--- src/rtl/pv_pkg.sv ---
package pv_pkg;
  typedef enum logic [2:0] {
    VS_INIT = 3'd0,
    VS_IDLE = 3'd1,
    VS_SEND = 3'd2,
    VS_WAIT = 3'd3,
    VS_DONE = 3'd4,
    VS_FAIL = 3'd5
  } vstate_e;

  typedef enum logic {
    RS_IDLE = 1'b0,
    RS_SEND = 1'b1
  } rstate_e;

  // strobes from control to datapath
  typedef struct packed {
    logic clrAttempt;
    logic incAttempt;
    logic clrTimer;
    logic runTimer;
  } dpCmd_t;
endpackage

--- src/rtl/pv_datapath.sv ---
module pv_datapath
  import pv_pkg::*;
#(
  parameter int TIMER_W = 8,
  parameter int MAX_ATTEMPTS = 3
) (
  input  logic               clk,
  input  logic               rstN,
  input  dpCmd_t             cmd,
  input  logic [TIMER_W-1:0] timeoutCycles,
  input  logic               rxVerifyValid,
  input  logic               rxVerifyOk,
  input  logic               rxRespValid,
  input  logic               rxRespOk,
  input  logic               statusRead,
  output logic               timeoutHit,
  output logic               lastAttempt,
  output logic               verifyErr,
  output logic               respErr
);
  localparam int ATT_W = $clog2(MAX_ATTEMPTS + 1);
  localparam int CMP_W = TIMER_W + 1;
  localparam int N_FLAGS = 2;

  logic [TIMER_W-1:0] timer;
  logic [CMP_W-1:0]   limitVal;
  logic [ATT_W-1:0]   attempts;

  assign limitVal   = (timeoutCycles == '0) ? CMP_W'(1) : {1'b0, timeoutCycles};
  assign timeoutHit = ({1'b0, timer} + CMP_W'(1)) >= limitVal;
  assign lastAttempt = attempts >= ATT_W'(MAX_ATTEMPTS);

  always_ff @(posedge clk or negedge rstN) begin
    if (!rstN) timer <= '0;
    else if (cmd.clrTimer) timer <= '0;
    else if (cmd.runTimer && !timeoutHit) timer <= timer + 1'b1;
  end

  always_ff @(posedge clk or negedge rstN) begin
    if (!rstN) attempts <= '0;
    else if (cmd.clrAttempt) attempts <= '0;
    else if (cmd.incAttempt && !lastAttempt) attempts <= attempts + 1'b1;
  end

  // sticky error flags, a new event wins over a read clear
  logic [N_FLAGS-1:0] errEvent;
  logic [N_FLAGS-1:0] errFlag;
  assign errEvent = {rxRespValid & ~rxRespOk, rxVerifyValid & ~rxVerifyOk};

  for (genvar i = 0; i < N_FLAGS; i++) begin : g_flag
    always_ff @(posedge clk or negedge rstN) begin
      if (!rstN) errFlag[i] <= 1'b0;
      else errFlag[i] <= errEvent[i] | (errFlag[i] & ~statusRead);
    end
  end

  assign verifyErr = errFlag[0];
  assign respErr   = errFlag[1];

  // malformed verify raises the flag
  a_r10_verify_err_set: assert property (@(posedge clk) disable iff (!rstN)
    (rxVerifyValid && !rxVerifyOk) |=> verifyErr);
  // read without new event clears
  a_r10_read_clears: assert property (@(posedge clk) disable iff (!rstN)
    (statusRead && !(rxVerifyValid && !rxVerifyOk)) |=> !verifyErr);
  // malformed response raises the flag
  a_r11_resp_err_set: assert property (@(posedge clk) disable iff (!rstN)
    (rxRespValid && !rxRespOk) |=> respErr);
endmodule

--- src/rtl/pv_control.sv ---
module pv_control
  import pv_pkg::*;
(
  input  logic       clk,
  input  logic       rstN,
  input  logic       enableIn,
  input  logic       linkUpIn,
  input  logic       preemptEnableIn,
  input  logic       verifyDisableIn,
  input  logic       rxVerifyValid,
  input  logic       rxVerifyOk,
  input  logic       rxRespValid,
  input  logic       rxRespOk,
  input  logic       txVerifyDone,
  input  logic       txRespDone,
  input  logic       timeoutHit,
  input  logic       lastAttempt,
  output dpCmd_t     cmd,
  output logic [2:0] verifyState,
  output logic       respondState,
  output logic       txVerifyReq,
  output logic       txRespReq,
  output logic       preemptActive
);
  vstate_e vState, vNext;
  rstate_e rState, rNext;
  logic    linkOk;
  logic    respHit;

  assign linkOk  = enableIn && linkUpIn;
  assign respHit = rxRespValid && rxRespOk;

  always_comb begin
    vNext = vState;
    cmd   = '0;
    if (!linkOk) begin
      vNext = VS_INIT;
    end else begin
      unique case (vState)
        VS_INIT: begin
          cmd.clrAttempt = 1'b1;
          vNext = VS_IDLE;
        end
        VS_IDLE: begin
          cmd.clrAttempt = 1'b1;
          if (preemptEnableIn && !verifyDisableIn) vNext = VS_SEND;
        end
        VS_SEND: begin
          cmd.clrTimer = 1'b1;
          if (txVerifyDone) begin
            cmd.incAttempt = 1'b1;
            vNext = VS_WAIT;
          end
        end
        VS_WAIT: begin
          cmd.runTimer = 1'b1;
          if (respHit) vNext = VS_DONE;
          else if (timeoutHit) vNext = lastAttempt ? VS_FAIL : VS_SEND;
        end
        default: vNext = vState;
      endcase
    end
  end

  always_comb begin
    rNext = rState;
    if (!linkOk) rNext = RS_IDLE;
    else if (rState == RS_IDLE && rxVerifyValid && rxVerifyOk) rNext = RS_SEND;
    else if (rState == RS_SEND && txRespDone) rNext = RS_IDLE;
  end

  always_ff @(posedge clk or negedge rstN) begin
    if (!rstN) begin
      vState <= VS_INIT;
      rState <= RS_IDLE;
    end else begin
      vState <= vNext;
      rState <= rNext;
    end
  end

  assign verifyState   = vState;
  assign respondState  = rState;
  assign txVerifyReq   = (vState == VS_SEND);
  assign txRespReq     = (rState == RS_SEND);
  assign preemptActive = linkOk && preemptEnableIn &&
                         ((vState == VS_DONE) || verifyDisableIn);

  // dropping link or enable returns both machines to rest
  a_r7_drop_to_init: assert property (@(posedge clk) disable iff (!rstN)
    (!enableIn || !linkUpIn) |=> (verifyState == 3'd0 && !respondState));
  // verified is only reached from the waiting state
  a_r4_done_from_wait: assert property (@(posedge clk) disable iff (!rstN)
    (vState != VS_DONE && vNext == VS_DONE) |-> (vState == VS_WAIT && respHit));
  // failure only after the final attempt
  a_r6_fail_needs_last: assert property (@(posedge clk) disable iff (!rstN)
    (vState == VS_FAIL) |-> lastAttempt);
  // responder releases after done
  a_r9_resp_release: assert property (@(posedge clk) disable iff (!rstN)
    (respondState && txRespDone) |=> !respondState);
endmodule

--- src/rtl/preempt_verify_ctrl.sv ---
module preempt_verify_ctrl
  import pv_pkg::*;
#(
  parameter int TIMER_W = 8,
  parameter int MAX_ATTEMPTS = 3
) (
  input  logic               clk,
  input  logic               rstN,
  input  logic               enableIn,
  input  logic               linkUpIn,
  input  logic               preemptEnableIn,
  input  logic               verifyDisableIn,
  input  logic [TIMER_W-1:0] timeoutCycles,
  input  logic               rxVerifyValid,
  input  logic               rxVerifyOk,
  input  logic               rxRespValid,
  input  logic               rxRespOk,
  input  logic               txVerifyDone,
  input  logic               txRespDone,
  input  logic               statusRead,
  output logic               txVerifyReq,
  output logic               txRespReq,
  output logic [2:0]         verifyState,
  output logic               respondState,
  output logic               preemptActive,
  output logic               verifyErr,
  output logic               respErr
);
  dpCmd_t cmd;
  logic   timeoutHit;
  logic   lastAttempt;

  pv_control u_ctrl (
    .clk(clk), .rstN(rstN),
    .enableIn(enableIn), .linkUpIn(linkUpIn),
    .preemptEnableIn(preemptEnableIn), .verifyDisableIn(verifyDisableIn),
    .rxVerifyValid(rxVerifyValid), .rxVerifyOk(rxVerifyOk),
    .rxRespValid(rxRespValid), .rxRespOk(rxRespOk),
    .txVerifyDone(txVerifyDone), .txRespDone(txRespDone),
    .timeoutHit(timeoutHit), .lastAttempt(lastAttempt),
    .cmd(cmd), .verifyState(verifyState), .respondState(respondState),
    .txVerifyReq(txVerifyReq), .txRespReq(txRespReq),
    .preemptActive(preemptActive)
  );

  pv_datapath #(.TIMER_W(TIMER_W), .MAX_ATTEMPTS(MAX_ATTEMPTS)) u_dp (
    .clk(clk), .rstN(rstN), .cmd(cmd), .timeoutCycles(timeoutCycles),
    .rxVerifyValid(rxVerifyValid), .rxVerifyOk(rxVerifyOk),
    .rxRespValid(rxRespValid), .rxRespOk(rxRespOk),
    .statusRead(statusRead),
    .timeoutHit(timeoutHit), .lastAttempt(lastAttempt),
    .verifyErr(verifyErr), .respErr(respErr)
  );
endmodule

--- config.mk ---
export PLATFORM = sky130hd
export DESIGN_NAME = preempt_verify_ctrl
export DESIGN_NICKNAME = d
export VERILOG_FILES = /design/src/rtl/pv_pkg.sv /design/src/rtl/pv_datapath.sv /design/src/rtl/pv_control.sv /design/src/rtl/preempt_verify_ctrl.sv
export SDC_FILE = /design/constraint.sdc
export NUM_CORES = 1
export LEC_CHECK = 0
export ABC_AREA = 1
export CORE_ASPECT_RATIO = 0.8
export CORE_MARGIN = 2
export CORE_UTILIZATION = 50
export CTS_BUF_LIST = sky130_fd_sc_hd__clkbuf_2 sky130_fd_sc_hd__clkbuf_4 sky130_fd_sc_hd__clkbuf_8
export DETAILED_ROUTE_END_ITERATION = 10
export PLACE_DENSITY_LB_ADDON = 0.3
export REMOVE_ABC_BUFFERS = 1
export SYNTH_ARGS = -nofsm -noshare
export SYNTH_HDL_FRONTEND = slang
export SYNTH_SLANG_ARGS = --single-unit
--- constraint.sdc ---
create_clock -name clk -period 2.75 [get_ports clk]
set_input_delay 0.4125 -clock clk [delete_from_list [all_inputs] [get_ports clk]]
set_output_delay 0.4125 -clock clk [all_outputs]
set_load 0.01 [all_outputs]
==> results of run 1 <==
## synthesized netlist by cell type, drive strengths merged
cell,count
a211oi,1
a21oi,6
a22oi,1
a31oi,1
a41o,1
buf,2
dfrtp,16
ha,10
inv,33
nand2,42
nand3,18
nand4,2
nor2,9
nor3,2
nor3b,1
nor4,1
o21ai,6
o22ai,2
o31ai,1
xor2,6
## state kept, by name, summed over array words and instances, names as in the netlist
register / flops
u_dp.verifyErr: 1
u_dp.respErr: 1
u_dp.attempts: 2
u_dp.timer: 8
u_ctrl.verifyState: 3
u_ctrl.respondState: 1
## through the flow
stage,cell area (um^2),util [%],hold WS (ns),power [uW],cells
global route,1580,66.2,0.529,715,220
CTS,1580,66.2,0.506,672,220
global placement,1540,64.7,0.493,505,216
detailed placement,1540,64.7,0.488,515,216
finish,1580,66.2,0.502,669,220
floorplan,1210,-,0.117,431,159
## per-layer routing
| layer | vias to the layer above | wire length, um |
|---|---|---|
| met4 | 0 | 0 |
| li1 | 585 | - |
| met3 | 0 | 137 |
| met1 | 524 | 1270 |
| met2 | 22 | 1200 |
| met5 | - | 0 |
## worst max-delay path: cells and delay by family (launching register included)
kind | cells | cell delay (ns)
DFF | 1 | 0.46
and+or+nand+nor | 6 | 0.70
adders and majority gates | 2 | 0.51
AOI/OAI and AO/OA | 2 | 0.26
xor gates and xnor gates | 1 | 0.21
## worst paths after layout
kind                                      from               endpoint  slack (ns)
max                              u_dp.timer[0]          u_dp.timer[4]        0.49
min                        u_ctrl.respondState    u_ctrl.respondState        0.50
max reg2reg                      u_dp.timer[0]          u_dp.timer[4]        0.49
min reg2reg                u_ctrl.respondState    u_ctrl.respondState        0.50
max in group asynchronous                 rstN  u_ctrl.verifyState[1]        1.79
min in group asynchronous                 rstN          u_dp.timer[4]        0.53
## cell type report
type                    instances  area share (%)
multi-input cells             110            43.3
clock buffers                   4            2.30
flip-flops and latches         16            25.4
repair buffers                 30            18.9
inverters                      33            8.02
well taps                      27            2.14
## logic make-up after synthesis
family,count (synthesis),synth area share [%]
compound gates,19,10.3
xor+xnor,6,4.29
fa+ha+maj,10,10.2
buf+inv,35,11.6
flops,16,32.7
simple gates,75,30.9
## power by group
part           total [uW]  switching [uW]  internal, uW  leakage (uW)
Clock                 158            76.9          80.6     0.0000210
Combinational         216             113           103      0.000582
Sequential            295            32.3           263      0.000210
Total                 669             222           447      0.000813
==> summary.log, run 1 <==
qor: run_status.result_of_the_run completed
qor: pwr.power-per-cell-area 424 mW/mm^2
qor: grt.grt_use_met3 4.77%
qor: timing.final-hold-violation-count 0
qor: timing.worst-slew-pin-transition 0.687 ns
qor: place.buffer_ports.inserted 29
qor: setup_path.start_kind flop
qor: layout.post_route_cells_drive_above_1_share 13.0%
qor: synth.synth_top_area_share 32.7%
qor: grt.use_met2 32.5%
qor: grt.busiest_layer met2
qor: flow_run.max_cap_violations 0
qor: clocking.cts.htree.levels 1
qor: floorplanning.design.core.area 0.00238 mm^2
qor: grt.first_pass_grt_wire_length 4200 um
qor: grt.grt_start_max_net_pins 17
qor: setup_path.required_time_at_the_endpoint_of_the_critical_path 2.94 ns
qor: timing.grt_setup_unrepaired false
qor: setup_path.critical_path_peak_fanout 7
qor: setup_path.worst_r2r_path_depth 11
qor: grt.grt_pass1_vias 966
qor: worst_hold_path.holdPathStages 1
qor: clocking.postCtsResizedCells 0
qor: pwr.power.static_leakage 0.000813 uW
qor: timing.finalSetupViolCount 0
qor: floorplanning.floorplan.die_area 0.00286 mm^2
qor: floorplanning.io_count 30
qor: clocking.clk_latency 0.29 ns
qor: grt.grt_use_total 19.9%
qor: timing.timing.final.max_slew_violations 0
qor: grt.initial_antenna_violation_count 0
qor: synth.post_synth_num_cell_types 28
qor: timing.worst_slew_margin_rel 54.0%
qor: synth.yosys_warning_total 0
qor: floorplanning.die_width 59.3 um
qor: clocking.path_clk_slew 0.10 ns
qor: place.routabilityCongestion 0.799
qor: drt.detailedRoute.firstPassIterationCount 5
qor: synth.post_synth.cell_area_avg 7.60 um^2
qor: setup_path.critPathSlowestCell sky130_fd_sc_hd__dfrtp_1
qor: drt.detailed_route_wire_length 2610 um
qor: layout.n_antenna_cell 0
qor: clocking.cts_hold_repair.buffers 0
qor: synth.netlist_top_cells_area sky130_fd_sc_hd__dfrtp_1 33%, sky130_fd_sc_hd__nand2_1 12%, sky130_fd_sc_hd__ha_1 10%
qor: synth.synth_instances 161
qor: clocking.post_cts.repair.setup_buffers 0
qor: clocking.cts_sinks 16
qor: layout.layout.filler_cells 191
qor: synth.synthDominantAreaCellType sky130_fd_sc_hd__dfrtp_1
qor: drt.drt-initial-drc-count 49
qor: floorplanning.floorplan.initialDensity 51.4%
qor: drt.detailroute.via_count 1131
qor: place.pre_cts_ws 0.281 ns
qor: setup_path.worst_endpoint_data_arrival_time 2.44 ns
qor: drt.drc_viols 0
qor: synth.ys_seq_elements 16
qor: layout.area_of_the_multi_input_gates 682 um^2
qor: timing.finalCritPeriodShare 82.0%
qor: timing.setup_tns_final 0 ns
qor: clocking.clock_tree.buffer_depth 2
qor: clocking.cts_tree done
qor: timing.fin_ws 0.495 ns
qor: timing.post_route_clock_skew 0.000772 ns
qor: drt.wire_per_inst 11.9 um
qor: setup_path.cp_cell_sequence ha_1, nand3_2, nor2_2, xor2_1, ha_1, a21oi_1, nand2_1, nand2_1, nand2_4, nand2_2, o21ai_2
qor: layout.most-common-layout-cells 40 x sky130_fd_sc_hd__nand2_1, 29 x sky130_fd_sc_hd__inv_1, 29 x sky130_fd_sc_hd__clkdlybuf4s50_1
qor: timing.layout_min_cycle_time 2.26 ns
qor: worst_hold_path.timing.hold.worst.class reg2reg
qor: timing.fmax 443 MHz
qor: synth.synth-seq-area-share 32.7%
qor: layout.areaGrowthSynthToFinish 28.8%
qor: setup_path.slowest_delay 0.46 ns
qor: grt.total_congestion_overflow 0
qor: floorplanning.die_height 48.2 um
qor: grt.grt.met1_usage 28.5%
qor: floorplanning.floorplan.rows 16
qor: layout.num-nets-final 225
qor: drt.drtAntennaViolNets 0
qor: pwr.max-vdd-ir-drop 0.293 mV
qor: layout.layout.area.seq 400 um^2
qor: clocking.clockRootBuffer sky130_fd_sc_hd__clkbuf_4
qor: setup_path.end_kind flop
qor: synth.netlist_area 0.00122 mm^2
qor: drt.vias_per_cell 5.14
qor: place.hpwl 2180 um
qor: layout.mostFrequentLayoutCell sky130_fd_sc_hd__nand2_1
qor: setup_path.setup.worst_path.class reg2reg
qor: clocking.total_clock_buffers_created_by_cts 3
No activity file was read; power rests on OpenSTA's default activity.
==> run 2: changes to the inputs <==
CORE_UTILIZATION = 46   (was 50)
clock period = 2 ns   (was 2.75 ns; I/O delays follow)
==> run 2 against run 1 <==
  * The run now ends with setup timing left
  * First-iteration DRC count is 14% higher
  * Via count is 11% higher
  * Cell area is 19% higher
  * Clock power is 43% higher
  * Critical path type unchanged
  * Largest power group is now combinational logic
  * Highest routed layer is now met4
==> summary.log, run 2 (synthesis results as in run 1) <==
qor: timing.fin_ws -0.228 ns [-0.723 ns]
qor: layout.n_antenna_cell 0 [unchanged]
qor: clocking.cts_hold_repair.buffers 0 [unchanged]
qor: setup_path.path_common_cell sky130_fd_sc_hd__nand2_1
qor: setup_path.slowest_delay 0.43 ns [-0.03 ns]
qor: grt.first_pass_grt_wire_length 5210 um [+24%]
qor: pwr.power.combinational.fraction 39.7% [+7.4 points]
qor: floorplanning.floorplan.rows 16 [unchanged]
qor: clocking.clockRootBuffer sky130_fd_sc_hd__clkbuf_4
qor: timing.final-hold-violation-count 0 [unchanged]
qor: layout.finalInstanceArea 0.00187 mm^2 [+19%]
qor: pwr.max-vdd-ir-drop 0.371 mV [+26%]
qor: setup_path.end_kind flop
qor: layout.post_route_cells_drive_above_1_share 30.3% [+17 points]
qor: layout.regMostFlops u_dp.timer
qor: clocking.cts_tree done
qor: place.hpwl 2290 um [+4.9%]
qor: grt.grt_start_max_net_pins 17 [unchanged]
qor: layout.most-common-layout-cells 29 x sky130_fd_sc_hd__inv_1, 28 x sky130_fd_sc_hd__clkdlybuf4s50_1, 27 x sky130_fd_sc_hd__nand2_1
qor: setup_path.critPathBufInv 0 [unchanged]
qor: clocking.cts_sinks 16 [unchanged]
qor: floorplanning.die_height 50.1 um [+3.9%]
qor: setup_path.worst_endpoint_data_arrival_time 2.46 ns [+0.02 ns]
qor: setup_path.cp_top_family simple AND/OR/NAND/NOR gates
qor: drt.drtAntennaViolNets 0 [unchanged]
qor: place.post_dp_cell_area 0.00163 mm^2 [+5.6%]
qor: grt.grt_use_total 22.3% [+2.4 points]
qor: run_status.result_of_the_run complete, but fails checks
qor: setup_path.worst_r2r_path_depth 14 [+3]
qor: timing.fmax 449 MHz [+1.2%]
qor: timing.post_route_clock_skew 0.00643 ns [+0.00566 ns]
qor: timing.finalSetupViolCount 11 [+11]
qor: layout.num-nets-final 240 [+6.7%]
qor: setup_path.cp_cell_sequence ha_4, nand3_4, xor2_4, ha_4, nand2_2, nor2_1, nand2_1, nand3_2, nand2_1, nand2_1, nand2_2, nand2_4, nand3_1, o21ai_1
qor: timing.worst-slew-pin-transition 0.412 ns [-0.275 ns]
qor: drt.drt-initial-drc-count 56 [+14%]
qor: layout.areaGrowthSynthToFinish 53.1%
qor: timing.finalCritPeriodShare 111% [+29 points]
qor: floorplanning.floorplan.die_area 0.00309 mm^2 [+8.0%]
qor: pwr.power_switching_share 35.9% [+2.7 points]
qor: timing.setup_tns_final -2.30 ns [-2.30 ns]
qor: place.pre_cts_ws -0.365 ns [-0.646 ns]
qor: grt.initial_antenna_violation_count 0 [unchanged]
qor: clocking.cts.htree.levels 1 [unchanged]
qor: layout.final_core_utilization 75.5% [+9.3 points]
qor: place.buffer_ports.inserted 29 [unchanged]
qor: setup_path.start_kind flop
qor: pwr.power.internal 677 uW [+51%]
qor: drt.drc_viols 0 [unchanged]
qor: timing.grt_setup_unrepaired true
qor: floorplanning.floorplan.initialDensity 49.3% [-2.1 points]
qor: floorplanning.design.core.area 0.00248 mm^2 [+4.2%]
qor: pwr.power-per-cell-area 564 mW/mm^2 [+33%]
qor: grt.total_congestion_overflow 0 [unchanged]
qor: grt.grt_pass1_vias 1249 [+29%]
qor: pwr.total_switching_power 379 uW [+71%]
qor: setup_path.setup.worst_path.class reg2reg
qor: layout.mostFrequentLayoutCell sky130_fd_sc_hd__inv_1
qor: clocking.total_clock_buffers_created_by_cts 3 [unchanged]
qor: clocking.path_clk_slew 0.10 ns [about the same]
qor: clocking.clock_tree.buffer_depth 2 [unchanged]
qor: place.routabilityCongestion 0.798 [-0.11%]
qor: drt.detailed_route_wire_length 3360 um [+29%]
qor: drt.wire_per_inst 13.8 um [+16%]
qor: layout.largest_register_ffs 8 [unchanged]
qor: clocking.clk_latency 0.31 ns [+0.02 ns]
qor: timing.worst_slew_margin_rel 72.3% [+18 points]
qor: setup_path.critical_path_peak_fanout 7 [unchanged]
qor: worst_hold_path.timing.hold.worst.class in2async
qor: setup_path.cp_num_cells 14 [+3]
qor: timing.layout_min_cycle_time 2.23 ns [-0.0266 ns]
qor: floorplanning.die_width 61.7 um [+4.0%]
qor: run_status.violations setup timing
qor: setup_path.required_time_at_the_endpoint_of_the_critical_path 2.23 ns [-0.71 ns]
qor: pwr.power.sequential.fraction 38.8% [-5.4 points]
qor: floorplanning.io_count 30 [unchanged]
qor: setup_path.reg2reg_setup_slack -0.23 ns [-0.72 ns]
qor: pwr.power.static_leakage 0.000938 uW [+15%]
qor: flow_run.max_cap_violations 0 [unchanged]
qor: drt.detailroute.via_count 1254 [+11%]
qor: drt.detailedRoute.firstPassIterationCount 4 [-1]
qor: timing.timing.final.max_slew_violations 0 [unchanged]
qor: setup_path.critPathSlowestCell sky130_fd_sc_hd__dfrtp_1
qor: pwr.power.share.clock 21.4% [-2.1 points]
qor: drt.vias_per_cell 5.14 [about the same]
[run 2: changes by cell type in the layout (fill, tap and decap cells not counted), moves of 3 or more]
cell | previous run | this run
sky130_fd_sc_hd__buf_4 | 1 | 14
sky130_fd_sc_hd__nand3_4 | 0 | 3
sky130_fd_sc_hd__xor2_1 | 6 | 3
sky130_fd_sc_hd__nand2_4 | 1 | 4
sky130_fd_sc_hd__nand2_1 | 40 | 27
sky130_fd_sc_hd__nand2_2 | 1 | 11
[run 2: metal layers]
metal,GRT usage [%],vias to the layer above,routed length [um]
met5,0,-,0
met4,3.90,0,119
met3,5.93,13,177
met2,37.5,42,1610
met1,28.9,590,1450
li1,-,609,-
[run 2: metrics by stage]
step	power, uW	std cells	hold slack, ns
final	1060	244	0.301
after global routing	1120	244	0.333
after CTS	990	242	0.312
after detailed placement	725	235	0.495
after global placement	708	235	0.489
after floorplan	592	159	0.00441
[run 2: repair_timing]
item,in CTS,in global routing
pin swaps,13,14
buffers inserted,3,2
resized for setup,18,20
setup endpoints to repair,12,13
[run 2: final timing paths]
| kind | start | to |
|---|---|---|
| min | rstN | u_dp.timer[5] |
| max reg2reg | u_dp.timer[0] | u_dp.timer[0] |
| min reg2reg | u_ctrl.respondState | u_ctrl.respondState |
| max | u_dp.timer[0] | u_dp.timer[0] |
| max in group asynchronous | rstN | u_ctrl.verifyState[1] |
| min in group clk | u_ctrl.respondState | u_ctrl.respondState |
[run 2: worst register-to-register path, stage by stage, from the launching register on]
cell                      delay, ns
sky130_fd_sc_hd__dfrtp_1       0.43
sky130_fd_sc_hd__ha_4          0.18
sky130_fd_sc_hd__nand3_4       0.13
sky130_fd_sc_hd__xor2_4        0.23
sky130_fd_sc_hd__ha_4          0.28
sky130_fd_sc_hd__nand2_2       0.04
sky130_fd_sc_hd__nor2_1        0.09
sky130_fd_sc_hd__nand2_1       0.09
sky130_fd_sc_hd__nand3_2       0.08
sky130_fd_sc_hd__nand2_1       0.06
sky130_fd_sc_hd__nand2_1       0.09
sky130_fd_sc_hd__nand2_2       0.10
sky130_fd_sc_hd__nand2_4       0.15
sky130_fd_sc_hd__nand3_1       0.10
sky130_fd_sc_hd__o21ai_1       0.11
[run 2: power by group through the flow]
stage	registers (uW)	logic, uW	clock network, uW
2_1_floorplan	406	186	0
3_3_place_gp	403	306	0
3_5_place_dp	405	320	0
4_1_cts	405	358	227
5_1_grt	415	466	239
6_report	410	420	226
[run 2: area by class of cell]
class	count	area, um^2
multi-input combinational	110	838
inverter	33	131
sequential	16	402
tap	36	45.0
timing repair buffer	45	420
fill	182	609
clock buffer	4	36.3
==> run 3: changes to the inputs <==
CORE_MARGIN = default   (was 2)
==> run 3 against run 2 <==
  * The run still ends with setup timing left
  * Largest cell class unchanged
  * Wire length shrank 3.9%
  * Highest routed layer unchanged
  * Sequential cell count unchanged
  * Largest power group is now registers
  * Hold slack better by 0.12 ns
  * Sequential share of layout area up 0.51 points
  * Combinational power fell by 4%
  * Via count down 3.3%
  * Critical endpoint is now u_dp.timer[4]
  * Critical path depth unchanged
  * Die area shrank 7.1%
  * Count of clock-buffer cells in the layout is the same
==> summary.log, run 3 (synthesis results as in run 1) <==
qor: run_status.result_of_the_run complete, but fails checks
qor: run_status.violations setup timing
qor: pwr.power.static_leakage 0.000893 uW [-4.8%]
qor: floorplanning.die_height 48.1 um [-4.0%]
qor: floorplanning.floorplan.rows 16 [unchanged]
qor: flow_run.max_cap_violations 0 [unchanged]
qor: place.post_dp_cell_area 0.00161 mm^2 [-0.92%]
qor: drt.drtAntennaViolNets 0 [unchanged]
qor: clocking.path_clk_slew 0.10 ns [about the same]
qor: grt.grt_start_max_net_pins 17 [unchanged]
qor: timing.finalSetupViolCount 11 [unchanged]
qor: timing.timing.final.max_slew_violations 0 [unchanged]
qor: clocking.cts_sinks 16 [unchanged]
qor: drt.detailedRoute.firstPassIterationCount 4 [unchanged]
qor: clocking.clk_latency 0.30 ns [about the same]
qor: setup_path.setup.worst_path.class reg2reg
qor: layout.area_of_the_multi_input_gates 813 um^2 [-3.0%]
qor: setup_path.required_time_at_the_endpoint_of_the_critical_path 2.23 ns [about the same]
qor: setup_path.launching_point_of_the_worst_reg2reg_path u_dp.timer[1]
qor: grt.grt_pass1_vias 1016 [-19%]
qor: layout.final_core_utilization 73.9% [-1.5 points]
qor: timing.fmax 472 MHz [+5.1%]
qor: floorplanning.floorplan.initialDensity 49.3% [unchanged]
qor: worst_hold_path.timing.hold.worst.class in2async
qor: drt.m1WireLength 1360 um [-6.1%]
qor: setup_path.critical_path.reg2reg.endpoint u_dp.timer[4]
qor: layout.num-nets-final 239 [-0.42%]
qor: drt.drc_viols 0 [unchanged]
qor: drt.vias_per_cell 4.99 [-2.9%]
qor: layout.largest_register_ffs 8 [unchanged]
qor: place.hpwl 2160 um [-5.9%]
qor: floorplanning.floorplan.die_area 0.00287 mm^2 [-7.1%]
qor: floorplanning.design.core.area 0.00248 mm^2 [unchanged]
qor: drt.routed.top_layer met4
qor: drt.met2RoutedLength 1680 um [+4.3%]
qor: timing.finalCritPeriodShare 106% [-5.4 points]
qor: place.buffer_ports.inserted 29 [unchanged]
qor: timing.hold_slack_final 0.423 ns [+0.122 ns]
qor: grt.first_pass_grt_wire_length 4280 um [-18%]
qor: clocking.clockRootBuffer sky130_fd_sc_hd__clkbuf_4
qor: clocking.clock_tree.buffer_depth 2 [unchanged]
qor: clocking.cts.htree.levels 1 [unchanged]
qor: pwr.max-vdd-ir-drop 0.396 mV [+6.9%]
qor: drt.wl_met3 177 um [unchanged]
qor: grt.grt_use_total 20.5% [-1.8 points]
qor: drt.drt-initial-drc-count 52 [-7.1%]
qor: clocking.total_clock_buffers_created_by_cts 3 [unchanged]
qor: layout.finalInstanceArea 0.00184 mm^2 [-2.0%]
qor: drt.wire_per_inst 13.3 um [-3.5%]
qor: setup_path.critical_path_peak_fanout 7 [unchanged]
qor: drt.detailed_route_wire_length 3230 um [-3.9%]
qor: timing.worst-slew-pin-transition 0.728 ns [+0.316 ns]
qor: setup_path.worst_r2r_path_depth 14 [unchanged]
qor: setup_path.reg2reg_setup_slack -0.12 ns [+0.11 ns]
qor: timing.post_route_clock_skew 0.0114 ns [+0.00493 ns]
qor: timing.fin_ws -0.120 ns [+0.109 ns]
qor: layout.layout.area.seq 403 um^2 [+0.31%]
qor: layout.most-common-layout-cells 36 x sky130_fd_sc_hd__nand2_1, 29 x sky130_fd_sc_hd__inv_1, 28 x sky130_fd_sc_hd__clkdlybuf4s50_1
qor: grt.initial_antenna_violation_count 0 [unchanged]
qor: floorplanning.die_width 59.7 um [-3.2%]
qor: clocking.cts_hold_repair.buffers 0 [unchanged]
qor: layout.regMostFlops u_dp.timer
qor: timing.layout_min_cycle_time 2.12 ns [-0.109 ns]
qor: floorplanning.io_count 30 [unchanged]
qor: timing.grt_setup_unrepaired true
qor: clocking.cts_tree done
qor: timing.final-hold-violation-count 0 [unchanged]
qor: timing.worst_slew_margin_rel 51.3% [-21 points]
qor: grt.total_congestion_overflow 0 [unchanged]
qor: setup_path.start_kind flop
qor: pwr.fin_total_pwr 1030 uW [-2.1%]
qor: setup_path.worst_endpoint_data_arrival_time 2.35 ns [-0.11 ns]
qor: place.routabilityCongestion 0.779 [-2.5%]
qor: drt.detailroute.via_count 1213 [-3.3%]
qor: place.post-place-cells 233 [-0.85%]
qor: layout.mostFrequentLayoutCell sky130_fd_sc_hd__nand2_1
qor: setup_path.end_kind flop
qor: layout.n_antenna_cell 0 [unchanged]
qor: layout.post_route_cells_drive_above_1_share 27.1% [-3.2 points]
qor: pwr.power-per-cell-area 564 mW/mm^2 [about the same]
qor: layout.areaGrowthSynthToFinish 50.0%
qor: layout.layoutNonFillerInstCount 243 [-0.41%]
qor: layout.layout.filler_cells 197 [+8.2%]
## run 3: changes by cell type in the layout (fill, tap and decap cells not counted), sizes merged
cell	previous run	this run
dlygate4sd2	0	1
dlymetal6s2s	1	0
buf	16	15
## run 3: power breakdown
group / switching (uW) / internal, uW / leakage [uW] / total [uW]
registers: 48.4 / 362 / 0.000207 / 411
clock network: 108 / 111 / 0.0000210 / 219
logic: 211 / 194 / 0.000665 / 405
total: 367 / 667 / 0.000893 / 1030
## run 3: layer usage
| metal | global-route usage (%) | vias to the layer above |
|---|---|---|
| met4 | 2.79 | 0 |
| met3 | 5.57 | 2 |
| met1 | 26.3 | 563 |
| met2 | 36.4 | 41 |
| li1 | - | 607 |
| met5 | 0 | - |
## run 3: critical path: stages, from the launching register on
cell                      delay, ns
sky130_fd_sc_hd__dfrtp_1       0.43
sky130_fd_sc_hd__ha_4          0.19
sky130_fd_sc_hd__buf_4         0.14
sky130_fd_sc_hd__xor2_2        0.14
sky130_fd_sc_hd__ha_1          0.30
sky130_fd_sc_hd__nand2_1       0.06
sky130_fd_sc_hd__nor2_1        0.08
sky130_fd_sc_hd__nand2_1       0.06
sky130_fd_sc_hd__nand3_1       0.08
sky130_fd_sc_hd__nand2_1       0.06
sky130_fd_sc_hd__nand2_1       0.07
sky130_fd_sc_hd__nand2_2       0.08
sky130_fd_sc_hd__nand2_4       0.14
sky130_fd_sc_hd__nand2_4       0.09
sky130_fd_sc_hd__o21ai_2       0.15
## run 3: worst max-delay path by stage
stage	start	end	slack, ns	cells after the start
floorplan	u_dp.timer[0]	u_dp.timer[3]	0.02	14
global placement	timeoutCycles[1]	u_dp.timer[5]	-0.23	14
detailed placement	timeoutCycles[1]	u_dp.timer[5]	-0.35	14
CTS	u_dp.timer[0]	u_dp.timer[5]	-0.05	14
global route	u_dp.timer[1]	u_dp.timer[4]	-0.29	14
finish	u_dp.timer[1]	u_dp.timer[4]	-0.12	14
## run 3: through the flow
step           setup WS, ns  setup TNS (ns)
4_1_cts             -0.0524          -0.269
6_report             -0.120          -0.933
2_1_floorplan        0.0186               0
5_1_grt              -0.290           -2.79
3_3_place_gp         -0.230           -2.32
3_5_place_dp         -0.349           -3.45
## run 3: area by class of cell
class	count	area share (%)
Clock buffer	4	1.98
Inverter	33	7.02
Multi-Input combinational cell	110	44.3
Sequential cell	16	21.9
Tap cell	36	2.45
Timing Repair Buffer	44	22.3
## run 3: timing repair
item / CTS / global route
setup buffers: 4 / 2
setup endpoints to repair: 12 / 12
gates resized for setup: 11 / 17
pin swaps: 4 / 4
